$ cat src/rtl/pwmt_pkg.sv
// Shared types and register layout for the shared-counter PWM timer.
// Assumes byte addressing with 32-bit aligned registers.
package pwmt_pkg;

    // Counter clock-mode codes; only CM_RUN advances the counter.
    typedef enum logic [1:0] {
        CM_STOP  = 2'b00,
        CM_RUN   = 2'b01,
        CM_RSV_A = 2'b10,
        CM_RSV_B = 2'b11
    } clk_mode_e;

    // Per-channel configuration field (bits 5..2 of the channel register).
    typedef struct packed {
        logic mode_b;   // PWM select, must be 1
        logic mode_a;   // must be 0 for PWM
        logic lvl_hi;   // high-true pulse
        logic lvl_lo;   // low-true pulse
    } ch_cfg_t;

    localparam int CFG_W       = $bits(ch_cfg_t);
    localparam int CFG_LSB     = 2;
    localparam int FLAG_BIT    = 7;

    localparam int OFS_CTRL    = 0;
    localparam int OFS_COUNT   = 4;
    localparam int OFS_PERIOD  = 8;
    localparam int OFS_CH_BASE = 16;
    localparam int CH_STRIDE   = 8;
    localparam int CH_CMP_OFS  = 4;

    // True when the configuration lets the channel drive its pin.
    function automatic logic cfg_drives(ch_cfg_t c);
        return c.mode_b & ~c.mode_a & (c.lvl_hi | c.lvl_lo);
    endfunction

    // True when the pulse is low-true (high-true takes priority).
    function automatic logic cfg_inverted(ch_cfg_t c);
        return ~c.lvl_hi;
    endfunction

endpackage

$ cat src/rtl/pwmt_timebase.sv
// Shared time base: power-of-two prescaler, up-counter with modulo wrap,
// and the staged period register. Assumes PS_W is small (divide <= 2^(2^PS_W-1)).
module pwmt_timebase
    import pwmt_pkg::*;
#(
    parameter int CNT_W = 16,
    parameter int PS_W  = 3
) (
    input  logic             clk,
    input  logic             rst_n,
    input  clk_mode_e        mode_i,
    input  logic [PS_W-1:0]  ps_i,
    input  logic             per_wr_i,
    input  logic [CNT_W-1:0] per_wdata_i,
    output logic [CNT_W-1:0] cnt_o,
    output logic [CNT_W-1:0] per_pend_o,
    output logic             run_o,
    output logic             tick_o,
    output logic             wrap_o
);

    localparam int PRE_W = (1 << PS_W) - 1;

    logic [PRE_W-1:0] pre_q;
    logic [PRE_W-1:0] pre_lim;
    logic [CNT_W-1:0] cnt_q;
    logic [CNT_W-1:0] per_pend_q;
    logic [CNT_W-1:0] per_act_q;

    assign run_o   = (mode_i == CM_RUN);
    assign pre_lim = (PRE_W'(1) << ps_i) - PRE_W'(1);
    assign tick_o  = run_o && (pre_q >= pre_lim);
    assign wrap_o  = tick_o && (cnt_q >= per_act_q);
    assign cnt_o      = cnt_q;
    assign per_pend_o = per_pend_q;

    // Prescaler: counts input clocks between counter steps, idle when stopped.
    always_ff @(posedge clk) begin
        if (!rst_n)                pre_q <= '0;
        else if (!run_o || tick_o) pre_q <= '0;
        else                       pre_q <= pre_q + PRE_W'(1);
    end

    // Main counter: steps on each prescaled tick and wraps past the period.
    always_ff @(posedge clk) begin
        if (!rst_n)      cnt_q <= '0;
        else if (tick_o) cnt_q <= wrap_o ? '0 : cnt_q + CNT_W'(1);
    end

    // Staged period value, always the last written one.
    always_ff @(posedge clk) begin
        if (!rst_n)        per_pend_q <= '0;
        else if (per_wr_i) per_pend_q <= per_wdata_i;
    end

    // Active period: follows writes at once when stopped, else loads at wrap.
    always_ff @(posedge clk) begin
        if (!rst_n)      per_act_q <= '0;
        else if (!run_o) per_act_q <= per_wr_i ? per_wdata_i : per_pend_q;
        else if (wrap_o) per_act_q <= per_pend_q;
    end

    assert_hold_when_stopped_R2: assert property (@(posedge clk) disable iff (!rst_n)
        !run_o |=> cnt_q == $past(cnt_q));

    assert_wrap_to_zero_R4: assert property (@(posedge clk) disable iff (!rst_n)
        wrap_o |=> cnt_q == '0);

    assert_count_in_range_R4: assert property (@(posedge clk) disable iff (!rst_n)
        (run_o && cnt_q <= per_act_q) |=> cnt_q <= per_act_q);

    assert_period_staged_R5: assert property (@(posedge clk) disable iff (!rst_n)
        (run_o && !wrap_o) |=> $stable(per_act_q));

endmodule

$ cat src/rtl/pwmt_channel.sv
// One PWM channel: configuration field, staged compare value, sticky match
// flag and a registered output pin. Assumes the time-base strobes are
// generated in the same clock domain.
module pwmt_channel
    import pwmt_pkg::*;
#(
    parameter int CNT_W = 16
) (
    input  logic             clk,
    input  logic             rst_n,
    input  logic [CNT_W-1:0] cnt_i,
    input  logic             run_i,
    input  logic             tick_i,
    input  logic             wrap_i,
    input  logic             cfg_wr_i,
    input  ch_cfg_t          cfg_wdata_i,
    input  logic             flag_clr_i,
    input  logic             cmp_wr_i,
    input  logic [CNT_W-1:0] cmp_wdata_i,
    output ch_cfg_t          cfg_o,
    output logic             flag_o,
    output logic [CNT_W-1:0] cmp_pend_o,
    output logic             pwm_o
);

    ch_cfg_t          cfg_q;
    logic             flag_q;
    logic [CNT_W-1:0] cmp_pend_q;
    logic [CNT_W-1:0] cmp_act_q;
    logic             pwm_q;
    logic             match;
    logic             below;

    assign match      = tick_i && (cnt_i == cmp_act_q);
    assign below      = cnt_i < cmp_act_q;
    assign cfg_o      = cfg_q;
    assign flag_o     = flag_q;
    assign cmp_pend_o = cmp_pend_q;
    assign pwm_o      = pwm_q;

    // Configuration field, written directly.
    always_ff @(posedge clk) begin
        if (!rst_n)        cfg_q <= '0;
        else if (cfg_wr_i) cfg_q <= cfg_wdata_i;
    end

    // Sticky match flag; a new match beats a clear in the same cycle.
    always_ff @(posedge clk) begin
        if (!rst_n) flag_q <= 1'b0;
        else        flag_q <= match | (flag_q & ~flag_clr_i);
    end

    // Staged compare value, always the last written one.
    always_ff @(posedge clk) begin
        if (!rst_n)        cmp_pend_q <= '0;
        else if (cmp_wr_i) cmp_pend_q <= cmp_wdata_i;
    end

    // Active compare: immediate while stopped, loaded at wrap while running.
    always_ff @(posedge clk) begin
        if (!rst_n)      cmp_act_q <= '0;
        else if (!run_i) cmp_act_q <= cmp_wr_i ? cmp_wdata_i : cmp_pend_q;
        else if (wrap_i) cmp_act_q <= cmp_pend_q;
    end

    // Output pin: registered compare result with polarity and enable.
    always_ff @(posedge clk) begin
        if (!rst_n)                 pwm_q <= 1'b0;
        else if (!cfg_drives(cfg_q)) pwm_q <= 1'b0;
        else                        pwm_q <= cfg_inverted(cfg_q) ? ~below : below;
    end

    assert_off_when_disabled_R8: assert property (@(posedge clk) disable iff (!rst_n)
        !cfg_drives(cfg_q) |=> !pwm_q);

    assert_flag_sets_on_match_R10: assert property (@(posedge clk) disable iff (!rst_n)
        match |=> flag_q);

    assert_flag_sticky_R10: assert property (@(posedge clk) disable iff (!rst_n)
        (flag_q && !flag_clr_i) |=> flag_q);

    assert_compare_staged_R9: assert property (@(posedge clk) disable iff (!rst_n)
        (run_i && !wrap_i) |=> $stable(cmp_act_q));

endmodule

$ cat src/rtl/pwmt_busdec.sv
// Register bus front end: decodes write strobes for each register and
// returns registered read data one cycle after a read strobe.
// Assumes every register sits on a 4-byte aligned address below 2^ADDR_W.
module pwmt_busdec
    import pwmt_pkg::*;
#(
    parameter int ADDR_W = 8,
    parameter int DATA_W = 16,
    parameter int CH_N   = 6,
    parameter int PS_W   = 3
) (
    input  logic                         clk,
    input  logic                         rst_n,
    input  logic                         wr_i,
    input  logic                         rd_i,
    input  logic [ADDR_W-1:0]            addr_i,
    input  clk_mode_e                    mode_i,
    input  logic [PS_W-1:0]              ps_i,
    input  logic [DATA_W-1:0]            cnt_i,
    input  logic [DATA_W-1:0]            per_pend_i,
    input  ch_cfg_t [CH_N-1:0]           cfg_i,
    input  logic [CH_N-1:0]              flag_i,
    input  logic [CH_N-1:0][DATA_W-1:0]  cmp_i,
    output logic                         ctrl_wr_o,
    output logic                         per_wr_o,
    output logic [CH_N-1:0]              cfg_wr_o,
    output logic [CH_N-1:0]              cmp_wr_o,
    output logic [DATA_W-1:0]            rdata_o
);

    logic [DATA_W-1:0] rd_val;
    logic [DATA_W-1:0] rdata_q;

    assign ctrl_wr_o = wr_i && (addr_i == ADDR_W'(OFS_CTRL));
    assign per_wr_o  = wr_i && (addr_i == ADDR_W'(OFS_PERIOD));
    assign rdata_o   = rdata_q;

    // Per-channel write strobes, one pair per channel.
    for (genvar g = 0; g < CH_N; g++) begin : g_ch_dec
        assign cfg_wr_o[g] = wr_i && (addr_i == ADDR_W'(OFS_CH_BASE + g * CH_STRIDE));
        assign cmp_wr_o[g] = wr_i && (addr_i == ADDR_W'(OFS_CH_BASE + g * CH_STRIDE + CH_CMP_OFS));
    end

    // Read multiplexer over all mapped registers; unmapped reads give 0.
    always_comb begin
        rd_val = '0;
        if (addr_i == ADDR_W'(OFS_CTRL)) begin
            rd_val[PS_W-1:0]  = ps_i;
            rd_val[PS_W +: 2] = mode_i;
        end
        if (addr_i == ADDR_W'(OFS_COUNT))  rd_val = cnt_i;
        if (addr_i == ADDR_W'(OFS_PERIOD)) rd_val = per_pend_i;
        for (int i = 0; i < CH_N; i++) begin
            if (addr_i == ADDR_W'(OFS_CH_BASE + i * CH_STRIDE)) begin
                rd_val[FLAG_BIT]         = flag_i[i];
                rd_val[CFG_LSB +: CFG_W] = cfg_i[i];
            end
            if (addr_i == ADDR_W'(OFS_CH_BASE + i * CH_STRIDE + CH_CMP_OFS))
                rd_val = cmp_i[i];
        end
    end

    // Read data register: captures on a read strobe, otherwise returns to 0.
    always_ff @(posedge clk) begin
        if (!rst_n)    rdata_q <= '0;
        else if (rd_i) rdata_q <= rd_val;
        else           rdata_q <= '0;
    end

    assert_rdata_idle_zero_R11: assert property (@(posedge clk) disable iff (!rst_n)
        !rd_i |=> rdata_q == '0);

    assert_single_write_target_R11: assert property (@(posedge clk) disable iff (!rst_n)
        $onehot0({ctrl_wr_o, per_wr_o, cfg_wr_o, cmp_wr_o}));

endmodule

$ cat src/rtl/pwm_shared_timer.sv
// Top level: six PWM channels sharing one time base, behind a simple
// synchronous register bus. Assumes a single clock and synchronous reset.
module pwm_shared_timer
    import pwmt_pkg::*;
#(
    parameter int CH_N   = 6,
    parameter int CNT_W  = 16,
    parameter int PS_W   = 3,
    parameter int ADDR_W = 8
) (
    input  logic              clk,
    input  logic              rst_n,
    input  logic              bus_wr,
    input  logic              bus_rd,
    input  logic [ADDR_W-1:0] bus_addr,
    input  logic [CNT_W-1:0]  bus_wdata,
    output logic [CNT_W-1:0]  bus_rdata,
    output logic [CH_N-1:0]   pwm_out
);

    clk_mode_e                  mode_q;
    logic [PS_W-1:0]            ps_q;
    logic                       ctrl_wr;
    logic                       per_wr;
    logic [CH_N-1:0]            cfg_wr;
    logic [CH_N-1:0]            cmp_wr;
    logic [CNT_W-1:0]           cnt;
    logic [CNT_W-1:0]           per_pend;
    logic                       run;
    logic                       tick;
    logic                       wrap;
    ch_cfg_t [CH_N-1:0]         cfg;
    logic [CH_N-1:0]            flag;
    logic [CH_N-1:0][CNT_W-1:0] cmp;

    // Control register: clock mode and prescale code (centre bit not stored).
    always_ff @(posedge clk) begin
        if (!rst_n) begin
            mode_q <= CM_STOP;
            ps_q   <= '0;
        end else if (ctrl_wr) begin
            mode_q <= clk_mode_e'(bus_wdata[PS_W +: 2]);
            ps_q   <= bus_wdata[PS_W-1:0];
        end
    end

    pwmt_busdec #(
        .ADDR_W (ADDR_W),
        .DATA_W (CNT_W),
        .CH_N   (CH_N),
        .PS_W   (PS_W)
    ) u_bus (
        .clk        (clk),
        .rst_n      (rst_n),
        .wr_i       (bus_wr),
        .rd_i       (bus_rd),
        .addr_i     (bus_addr),
        .mode_i     (mode_q),
        .ps_i       (ps_q),
        .cnt_i      (cnt),
        .per_pend_i (per_pend),
        .cfg_i      (cfg),
        .flag_i     (flag),
        .cmp_i      (cmp),
        .ctrl_wr_o  (ctrl_wr),
        .per_wr_o   (per_wr),
        .cfg_wr_o   (cfg_wr),
        .cmp_wr_o   (cmp_wr),
        .rdata_o    (bus_rdata)
    );

    pwmt_timebase #(
        .CNT_W (CNT_W),
        .PS_W  (PS_W)
    ) u_tb (
        .clk         (clk),
        .rst_n       (rst_n),
        .mode_i      (mode_q),
        .ps_i        (ps_q),
        .per_wr_i    (per_wr),
        .per_wdata_i (bus_wdata),
        .cnt_o       (cnt),
        .per_pend_o  (per_pend),
        .run_o       (run),
        .tick_o      (tick),
        .wrap_o      (wrap)
    );

    for (genvar g = 0; g < CH_N; g++) begin : g_ch
        pwmt_channel #(
            .CNT_W (CNT_W)
        ) u_ch (
            .clk         (clk),
            .rst_n       (rst_n),
            .cnt_i       (cnt),
            .run_i       (run),
            .tick_i      (tick),
            .wrap_i      (wrap),
            .cfg_wr_i    (cfg_wr[g]),
            .cfg_wdata_i (ch_cfg_t'(bus_wdata[CFG_LSB +: CFG_W])),
            .flag_clr_i  (cfg_wr[g] & bus_wdata[FLAG_BIT]),
            .cmp_wr_i    (cmp_wr[g]),
            .cmp_wdata_i (bus_wdata),
            .cfg_o       (cfg[g]),
            .flag_o      (flag[g]),
            .cmp_pend_o  (cmp[g]),
            .pwm_o       (pwm_out[g])
        );
    end

endmodule

$ cat config.mk
export PLATFORM = sky130hd
export DESIGN_NAME = pwm_shared_timer
export DESIGN_NICKNAME = d
export VERILOG_FILES = /design/src/rtl/pwmt_pkg.sv /design/src/rtl/pwmt_timebase.sv /design/src/rtl/pwmt_channel.sv /design/src/rtl/pwmt_busdec.sv /design/src/rtl/pwm_shared_timer.sv
export SDC_FILE = /design/constraint.sdc
export NUM_CORES = 1
export LEC_CHECK = 0
export CAP_MARGIN = 20
export CORE_AREA = 4 4 220 222
export CTS_BUF_LIST = sky130_fd_sc_hd__clkbuf_8
export CTS_CLUSTER_SIZE = 10
export DETAILED_ROUTE_END_ITERATION = 6
export DIE_AREA = 0 0 224 226
export DONT_BUFFER_PORTS = 1
export SYNTH_ARGS = -nofsm -noshare
export SYNTH_HDL_FRONTEND = slang
export SYNTH_SLANG_ARGS = --single-unit
$ cat constraint.sdc
create_clock -name clk -period 3.5 [get_ports clk]
set_clock_uncertainty 0.1 [all_clocks]
set_input_delay 0.7 -clock clk [delete_from_list [all_inputs] [get_ports clk]]
set_output_delay 0.7 -clock clk [all_outputs]
set_load 0.01 [all_outputs]
[Word level (Yosys, flattened, before mapping)]
Cells that the tools add are included.
Cells by class
  eq/ne operators: 22
  reductions and logical operators: 33
  muxes and demuxes: 49
  shifts and indexed selects: 1
  $lt $le $gt $ge: 8
  bitwise operators: 55
  add/sub/neg operators: 3
Operators with widths (count)
  $mux W16: 30
  $eq A16 B16 Y1: 6
  $lt A16 B16 Y1: 6
  $eq A8 B6 Y1 const B: 8
  $eq A8 B5 Y1 const B: 4
  $and A1 B1 Y1: 24
  $mux W4: 6
  $logic_and A1 B1 Y1: 22
  $not A1 Y1: 19
  $add A16 B1 Y16 const B: 1
  $ge A16 B16 Y1: 1
  $reduce_and A2 Y1: 7
  $mux W1: 12
  $or A1 B1 Y1: 12
  $eq A8 B3 Y1 const B: 1
  $eq A8 B4 Y1 const B: 1
  $logic_not A8 Y1: 1
  $add A7 B1 Y7 const B: 1
  $ge A7 B7 Y1: 1
  $shl A1 B3 Y7 const A: 1
  $sub A7 B2 Y7 const B: 1
  $mux W5: 1
  $eq A2 B1 Y1 const B: 1
  $ne A2 B2 Y1 const B: 1
  other kinds (3): 3
Word-level totals
  input port bits: 28
  register bits: 304
  output and inout port bits: 22

[Logic depth before layout (Yosys ltp)]
Gate-level depths: netlist of the first run.
  depth in word-level cells: 16
  depth in mapped cells: 11
  mapped depth without buffers: 9

[Hierarchy]
Synthesis of the first run repeated with hierarchy kept, for this count alone.
Second synthesis, totals
  cells, all modules: 1798
  area, all modules: 16916.2 µm²
Modules (own cells, without submodules)
  pwmt_channel: sequential area each 760.7 µm², area each 1906.8 µm², instances 6, cells each 184
  pwmt_timebase: sequential area each 1101.1 µm², area each 2936.6 µm², instances 1, cells each 340
  pwmt_busdec: sequential area each 320.3 µm², area each 2308.5 µm², instances 1, cells each 332
  pwm_shared_timer: sequential area each 100.1 µm², area each 230.2 µm², instances 1, cells each 22

[Worst setup path after synthesis of the first run]
No wires, ideal clock.
  path type: register -> register
  start point: register u_tb.cnt_q[11] (netlist: u_tb.cnt_o[11])
  end point: register g_ch[3].u_ch.cmp_act_q[6]
  path buffers: 1
  data arrival time: 2.450 ns
  slack: 0.828 ns
  stages on the path, launching flop included: 10
  setup time: 0.122 ns
  cells stage by stage: dfxtp_1 > ha_1 > a21oi_1 > o21ai_0 > a221oi_1 > o21a_4 > o22ai_4 > buf_6 > and3_1 > a221o_1
On the way
  longest elaborated chain between the ends: 3
Ends and longest elaborated chain
  start: declaration: line pwmt_timebase.sv:26  | logic [CNT_W-1:0] cnt_q;
  start signal: assignment: line pwmt_timebase.sv:47  | else if (tick_o) cnt_q <= wrap_o ? '0 : cnt_q + CNT_W'(1);
  $ge A16 B16 Y1: line pwmt_timebase.sv:33  | assign wrap_o = tick_o && (cnt_q >= per_act_q);
  $logic_and A1 B1 Y1: line pwmt_timebase.sv:33
  $ne A2 B2 Y1 (no source line)
  end signal: assignment: line pwmt_channel.sv:62  | else if (!run_i) cmp_act_q <= cmp_wr_i ? cmp_wdata_i : cmp_pend_q;
  end signal: assignment: line pwmt_channel.sv:63  | else if (wrap_i) cmp_act_q <= cmp_pend_q;
  end: declaration: line pwmt_channel.sv:29  | logic [CNT_W-1:0] cmp_act_q;
Every way passes these cells.
A chain may end at the register's enable or synchronous reset.

[Final worst setup path of the first run]
  start point: register u_tb.cnt_q[0] (netlist: u_tb.cnt_o[0])
  end point: register g_ch[3].u_ch.cmp_act_q[12]
Same word-level chain as after synthesis.

==> impl_metrics.env, run 1 <==
export IMPL_ctsLongestPathBuffers=3
export IMPL_cts_tree="built"
export IMPL_die_h_um=226
export IMPL_drc_errors=0
export IMPL_grt_usage_pct=22.2
export IMPL_worstPathRequired_ns=3.98
export IMPL_hp_start="bus_wdata[8]"
export IMPL_portBuffers=0
export IMPL_antenna_cells=0
export IMPL_critPathKind="flop to flop"
export IMPL_synth_net_count=2066
export IMPL_rr_endpoint="g_ch[3].u_ch.cmp_act_q[12]"
export IMPL_nets=2049
export IMPL_async_reset_ff_share_pct=0
export IMPL_first_iter_violations=1494
export IMPL_leakage_nw=7.26
export IMPL_viasPerCell=5.70
export IMPL_hold_violations=0
export IMPL_fmax_mhz=325
export IMPL_yosysWarnings=0
export IMPL_syn2layout_area_growth_pct=11.0
export IMPL_wl_per_cell_um=22.4
export IMPL_setup_tns_ns=0
export IMPL_placed_area_um2=17200
export IMPL_drtPass1Iterations=7
export IMPL_clk_pin_slew_ns=0.07
export IMPL_ios=50
export IMPL_rr_worst_depth=10
export IMPL_ys_types=77
export IMPL_ctsResizeCount=0
export IMPL_synthCells=1917
export IMPL_clk_latency_ns=0.67
export IMPL_total_power_mw=7.21
export IMPL_netlist_area_um2=16600
export IMPL_worst_setup_path_end_kind="flop"
export IMPL_htreeDepth=2
export IMPL_path_max_fanout=60
export IMPL_layout_common_cells="304 x dfxtp_1, 210 x nand2_1, 158 x nor2b_1, 139 x inv_1, 121 x ha_1"
export IMPL_clockRootBuffer="clkbuf_8"
export IMPL_start_util_pct=35.7
export IMPL_rows=79
export IMPL_maxCapViolations=0
export IMPL_fin_area_um2=18400
export IMPL_holdPathEnd="g_ch[3].u_ch.cmp_act_q[8]"
export IMPL_post_route_period_util_pct=87.9
export IMPL_antenna_left=0
export IMPL_setup_viol=0
export IMPL_power_density_nw_per_um2=392
export IMPL_gp_congestion=0.955
export IMPL_ys_ff_latch=304
export IMPL_timing_rr_start="u_tb.cnt_o[0]"
export IMPL_core_um2=46400
export IMPL_avgSynthCellArea_um2=8.64
export IMPL_place_hpwl_um=40800
export IMPL_arrival_ns=3.56
export IMPL_max_slew_worst_pin_slew_ns=1.02
export IMPL_rrSetupSlack_ns=0.42
export IMPL_whs_path_depth=2
export IMPL_cts_hold_buf=0
export IMPL_fin_util_pct=39.7
export IMPL_die_area_um2=50600
export IMPL_cp_start_kind="flop"
export IMPL_ir_worst_vdd_v=0.000279
export IMPL_grt_overflow=0
export IMPL_rsz0062_at_grt="false"
export IMPL_timing_final_max_slew_violations=0
export IMPL_hold_path_class="input pin to flop"
export IMPL_grt_pass1_wl_um=87100
export IMPL_grt_pass1_vias=14100
export IMPL_ys_seq_area_share_pct=36.7
export IMPL_vias=14500
export IMPL_cts_setup_buffers=0
export IMPL_drive_gt1_share_pct=8.54
export IMPL_ys_flop_type="dfxtp_1"
export IMPL_cts_sinks=304
export IMPL_final_common_cell="dfxtp_1"
export IMPL_status="finished, final reports clean"
export IMPL_grt_max_degree=277
export IMPL_synth_edf_count=0
export IMPL_cts_buffers=53
export IMPL_whs_ns=0.0717
export IMPL_antenna_found_initial=1
export IMPL_slew_headroom_pct=31.5
export IMPL_min_period_ns=3.08
export IMPL_die_x_um=224
export IMPL_wl_um=57200
[cell families (layout without fill, tap and decap cells)]
logic type | after synthesis | after routing | synth area share, %
fa+ha+maj | 121 | 121 | 9.14
mux | 109 | 109 | 6.76
simple gates | 646 | 646 | 19.4
flops | 304 | 304 | 36.7
compound gates | 472 | 472 | 20.9
xor+xnor | 17 | 17 | 0.899
buf+inv | 248 | 274 | 6.18
[area by class of cell]
cell class / count / area, µm²
repair buffers: 57 / 478
fillers: 4615 / 28000
clock inverters: 32 / 248
flip-flops and latches: 304 / 6090
clock buffers: 66 / 908
multi-input cells: 1365 / 9470
inverters: 119 / 447
well taps: 607 / 759
[state kept, by name, summed over array words and instances, names as in the netlist]
| name | flops |
|---|---|
| g_ch.u_ch.cfg_o | 24 |
| g_ch.u_ch.cmp_act_q | 96 |
| g_ch.u_ch.cmp_pend_o | 96 |
| g_ch.u_ch.flag_o | 6 |
| g_ch.u_ch.pwm_o | 6 |
| mode_q | 2 |
| ps_q | 3 |
| u_bus.rdata_o | 16 |
| u_tb.cnt_o | 16 |
| u_tb.per_act_q | 16 |
| u_tb.per_pend_o | 16 |
| u_tb.pre_q | 7 |
[worst max-delay path by stage]
stage	slack, ns	cells past startpoint	from	to
finish	0.42	10	u_tb.cnt_o[0]	g_ch[3].u_ch.cmp_act_q[12]
global route	0.23	9	u_tb.cnt_o[11]	g_ch[3].u_ch.cmp_act_q[15]
CTS	0.48	10	u_tb.cnt_o[0]	g_ch[3].u_ch.cmp_act_q[9]
detailed placement	0.46	10	u_tb.cnt_o[0]	g_ch[3].u_ch.cmp_act_q[10]
global placement	0.54	10	u_tb.cnt_o[0]	g_ch[3].u_ch.cmp_act_q[13]
floorplan	0.83	9	u_tb.cnt_o[11]	g_ch[3].u_ch.cmp_act_q[6]
[cells in the mapped netlist, types with 5 or more instances]
master | count | area share [%]
a21boi_1 | 36 | 1.6
nand3_1 | 49 | 1.5
ha_1 | 121 | 9.1
nor2_1 | 113 | 2.6
a32oi_1 | 8 | 0.42
xnor2_1 | 10 | 0.53
nor3_1 | 20 | 0.60
buf_1 | 5 | 0.11
dfxtp_1 | 304 | 37
a2bb2oi_1 | 32 | 1.7
a221oi_1 | 66 | 3.5
a21o_1 | 10 | 0.45
buf_2 | 23 | 0.69
o21ai_0 | 70 | 2.1
a221o_1 | 13 | 0.79
a211oi_1 | 6 | 0.27
clkbuf_1 | 85 | 1.9
xor2_1 | 7 | 0.37
o21a_1 | 13 | 0.59
nor2b_1 | 159 | 6.0
nor4_1 | 10 | 0.38
and3_1 | 18 | 0.68
nand2b_1 | 14 | 0.53
inv_1 | 119 | 2.7
a21oi_1 | 58 | 1.8
a21boi_0 | 73 | 3.3
nand2_1 | 210 | 4.8
nand4_1 | 24 | 0.91
a31oi_1 | 6 | 0.23
a22oi_1 | 29 | 1.3
o22ai_1 | 12 | 0.45
mux2i_1 | 104 | 6.3
o211ai_1 | 8 | 0.36
buf_4 | 13 | 0.59
[metrics by stage]
step                      worst slack [ns]  std cells
after floorplan                      0.828       1917
after CTS                            0.480       2550
after global placement               0.544       2452
after global routing                 0.233       2550
after detailed placement             0.456       2452
final                                0.425       2550
[critical path: stages (launching register included)]
cell	delay, ns
dfxtp_1	0.31
inv_1	0.36
ha_1	0.32
nor2b_1	0.12
o21ai_1	0.10
a2111oi_4	0.49
o21ai_4	0.13
a21oi_4	0.27
buf_12	0.31
nand2_1	0.25
o21ai_0	0.20
[where the power goes]
group          internal, mW  switching (mW)
registers              3.46         0.00342
logic                0.0806          0.0810
clock network          2.00            1.58
total                  5.55            1.67
[metal layers]
layer	routed length [µm]	global-route usage (%)	vias to the layer above
li1	-	-	6754
met1	24600	29.5	6992
met2	25700	35.4	640
met3	4700	4.63	142
met4	2170	8.75	0
met5	0	0	-
No activity file was read; power rests on OpenSTA's default activity.
==> inputs of run 2 (changes only) <==
- ABC_AREA: unset -> 1
- BUFFER_PORTS_ARGS: unset -> -buffer_cell sky130_fd_sc_hd__buf_4
- CORE_AREA: 4 4 220 222 -> 4 4 217 219
- DIE_AREA: 0 0 224 226 -> 0 0 221 223
- DONT_BUFFER_PORTS: 1 -> unset
==> run 2 against run 1 <==
Die area down 2.6%; final cell count up 12%; largest power group is now sequential cells; sequential power about the same; critical endpoint is now u_tb.cnt_o[11]; via count up 5.9%; clock-buffer cell count up 5; core utilization up 0.63 points.
==> impl_metrics.env, run 2 <==
export IMPL_leakage_nw=8.01
export IMPL_final_cells=2856
export IMPL_place_hpwl_um=35600
export IMPL_rr_worst_depth=11
export IMPL_viasPerCell=5.39
export IMPL_yosysTopAreaCell="dfxtp_1"
export IMPL_antenna_found_initial=1
export IMPL_drtPass1Iterations=7
export IMPL_setup_viol=0
export IMPL_fmax_mhz=340
export IMPL_arrival_ns=3.29
export IMPL_timing_final_ws_setup_ns=0.559
export IMPL_post_route_period_util_pct=84.0
export IMPL_rows=78
export IMPL_placed_area_um2=17100
export IMPL_fin_area_um2=18200
export IMPL_p_comb_share_pct=3.3
export IMPL_drc_errors=0
export IMPL_antenna_left=0
export IMPL_synth_edf_count=0
export IMPL_power_frac_seq_pct=49.6
export IMPL_cts_hold_buf=0
export IMPL_setup_tns_ns=0
export IMPL_netlist_area_um2=16100
export IMPL_cts_buffers=51
export IMPL_yosysMostFrequentCell="nor2_1"
export IMPL_cp_start_kind="flop"
export IMPL_ios=50
export IMPL_die_x_um=221
export IMPL_synthCells=2204
export IMPL_slew_headroom_pct=23.9
export IMPL_antenna_cells=0
export IMPL_clk_pin_slew_ns=0.06
export IMPL_max_slew_worst_pin_slew_ns=1.14
export IMPL_rsz0062_at_grt="false"
export IMPL_hold_violations=0
export IMPL_power_density_nw_per_um2=385
export IMPL_grt_overflow=0
export IMPL_grt_pass1_wl_um=82400
export IMPL_wl_per_cell_um=18.4
export IMPL_hold_path_class="input pin to flop"
export IMPL_gp_congestion=0.893
export IMPL_critPathKind="flop to flop"
export IMPL_timing_final_max_slew_violations=0
export IMPL_cts_sinks=304
export IMPL_final_common_cell="nor2_1"
export IMPL_cts_tree="built"
export IMPL_worstPathRequired_ns=3.85
export IMPL_cts_setup_buffers=0
export IMPL_crit_path_frequent_cell="nand3_1"
export IMPL_syn2layout_area_growth_pct=12.8
export IMPL_place_inst=2766
export IMPL_grt_pass1_vias=14800
export IMPL_portBuffers=49
export IMPL_crit_chain="nand3_1 > ha_1 > nand3_1 > nor2_1 > nand3_1 > o2111ai_1 > nand2_1 > inv_4 > nand2_4 > nand2_1 > nor2_1"
export IMPL_crit_family="simple AND/OR/NAND/NOR gates"
export IMPL_netlist_top_cells_area="dfxtp_1 38%, ha_1 9.4%, nor2_1 7.8%, a21oi_1 6.7%, nand2_1 5.9%"
export IMPL_drive_gt1_share_pct=8.69
export IMPL_yosys_top_cells_count="335 x nor2_1, 304 x dfxtp_1, 252 x nand2_1, 251 x inv_1, 216 x a21oi_1"
export IMPL_yosysWarnings=0
export IMPL_path_max_fanout=22
export IMPL_status="finished, final reports clean"
export IMPL_min_period_ns=2.94
export IMPL_whs_ns=0.350
export IMPL_power_frac_clock_pct=47.1
export IMPL_die_area_um2=49300
export IMPL_slowest_stage="nand2_1"
export IMPL_power_switching_mw=1.69
export IMPL_ys_ff_latch=304
export IMPL_first_iter_violations=1374
export IMPL_post_place_ws_ns=0.459
export IMPL_nets=2368
export IMPL_ctsResizeCount=0
export IMPL_grt_max_degree=226
export IMPL_avgSynthCellArea_um2=7.31
export IMPL_critPathMaxStageDelay_ns=0.49
export IMPL_synth_net_count=2353
export IMPL_ys_flop_type="dfxtp_1"
export IMPL_total_power_mw=6.99
export IMPL_ys_types=43
export IMPL_grt_usage_pct=20.5
export IMPL_fin_util_pct=40.3
export IMPL_start_util_pct=35.8
export IMPL_worst_setup_path_end_kind="flop"
export IMPL_die_h_um=223
export IMPL_ir_worst_vdd_v=0.000278
export IMPL_crit_cells=11
export IMPL_layout_common_cells="334 x nor2_1, 304 x dfxtp_1, 265 x inv_1, 251 x nand2_1, 216 x a21oi_1"
export IMPL_wl_um=52500
export IMPL_vias=15400
export IMPL_power_switching_share_pct=24.1
export IMPL_clk_latency_ns=0.59
export IMPL_ys_seq_area_share_pct=37.8
export IMPL_maxCapViolations=0
export IMPL_htreeDepth=2
export IMPL_clockRootBuffer="clkbuf_8"
export IMPL_core_um2=45100
export IMPL_async_reset_ff_share_pct=0
export IMPL_yosys_area_top_type_share_pct=37.8
export IMPL_p_int_mw=5.30
export IMPL_whs_path_depth=3
export IMPL_ctsLongestPathBuffers=3
export IMPL_cp_num_buf_inv=1
## run 2: cell count changes in the layout (fill, tap and decap cells not counted), sizes merged, moves of 62 or more
cell	change
a31oi	+109
nor2b	-159
a221oi	-62
nand3	+101
inv	+139
nor2	+223
a21oi	+156
a21boi	-108
## run 2: power groups by stage
stage          registers (mW)  clock network, mW  logic [mW]
2_1_floorplan            3.54                  0       0.106
3_3_place_gp             3.55                  0       0.222
3_5_place_dp             3.55                  0       0.225
4_1_cts                  3.47               3.35       0.225
5_1_grt                  3.47               3.51       0.242
6_report                 3.47               3.29       0.228
## run 2: layout make-up
type	instances	area (µm²)
Fill cell	4712	26900
Multi-Input combinational cell	1506	8480
Sequential cell	304	6090
Inverter	267	1010
Clock buffer	71	977
Timing Repair Buffer	89	793
Tap cell	600	751
Clock inverter	19	77.6
## run 2: kinds of logic after synthesis
kind of cell,count (synthesis),share of synthesized area [%]
and+or+nand+nor,810,21.4
DFF,304,37.8
adders and majority gates,121,9.39
muxes,56,3.48
buffers and inverters,394,9.78
xor gates and xnor gates,13,0.706
AOI/OAI and AO/OA,506,17.5
## run 2: tightest hold or removal path: cells and delay by family
kind	cells	cell delay [ns]
buffers and inverters	1	0.16
AND/OR/NAND/NOR	1	0.04
AO/OA/AOI/OAI	1	0.08
## run 2: layer usage
metal | track usage, % | share of wire, % | vias up
met5 | 0 | 0 | -
met4 | 6.24 | 3.0 | 0
met3 | 3.41 | 7.5 | 112
met2 | 32.7 | 44 | 591
met1 | 28.6 | 45 | 7214
li1 | - | - | 7464
## run 2: final timing paths
kind	start	to	slack (ns)
setup / recovery	ps_q[1]	u_tb.cnt_o[11]	0.56
hold / removal	rst_n	g_ch[4].u_ch.cfg_o[0]	0.35
setup reg to reg	ps_q[1]	u_tb.cnt_o[11]	0.56
hold reg to reg	u_tb.pre_q[0]	u_tb.pre_q[0]	0.36
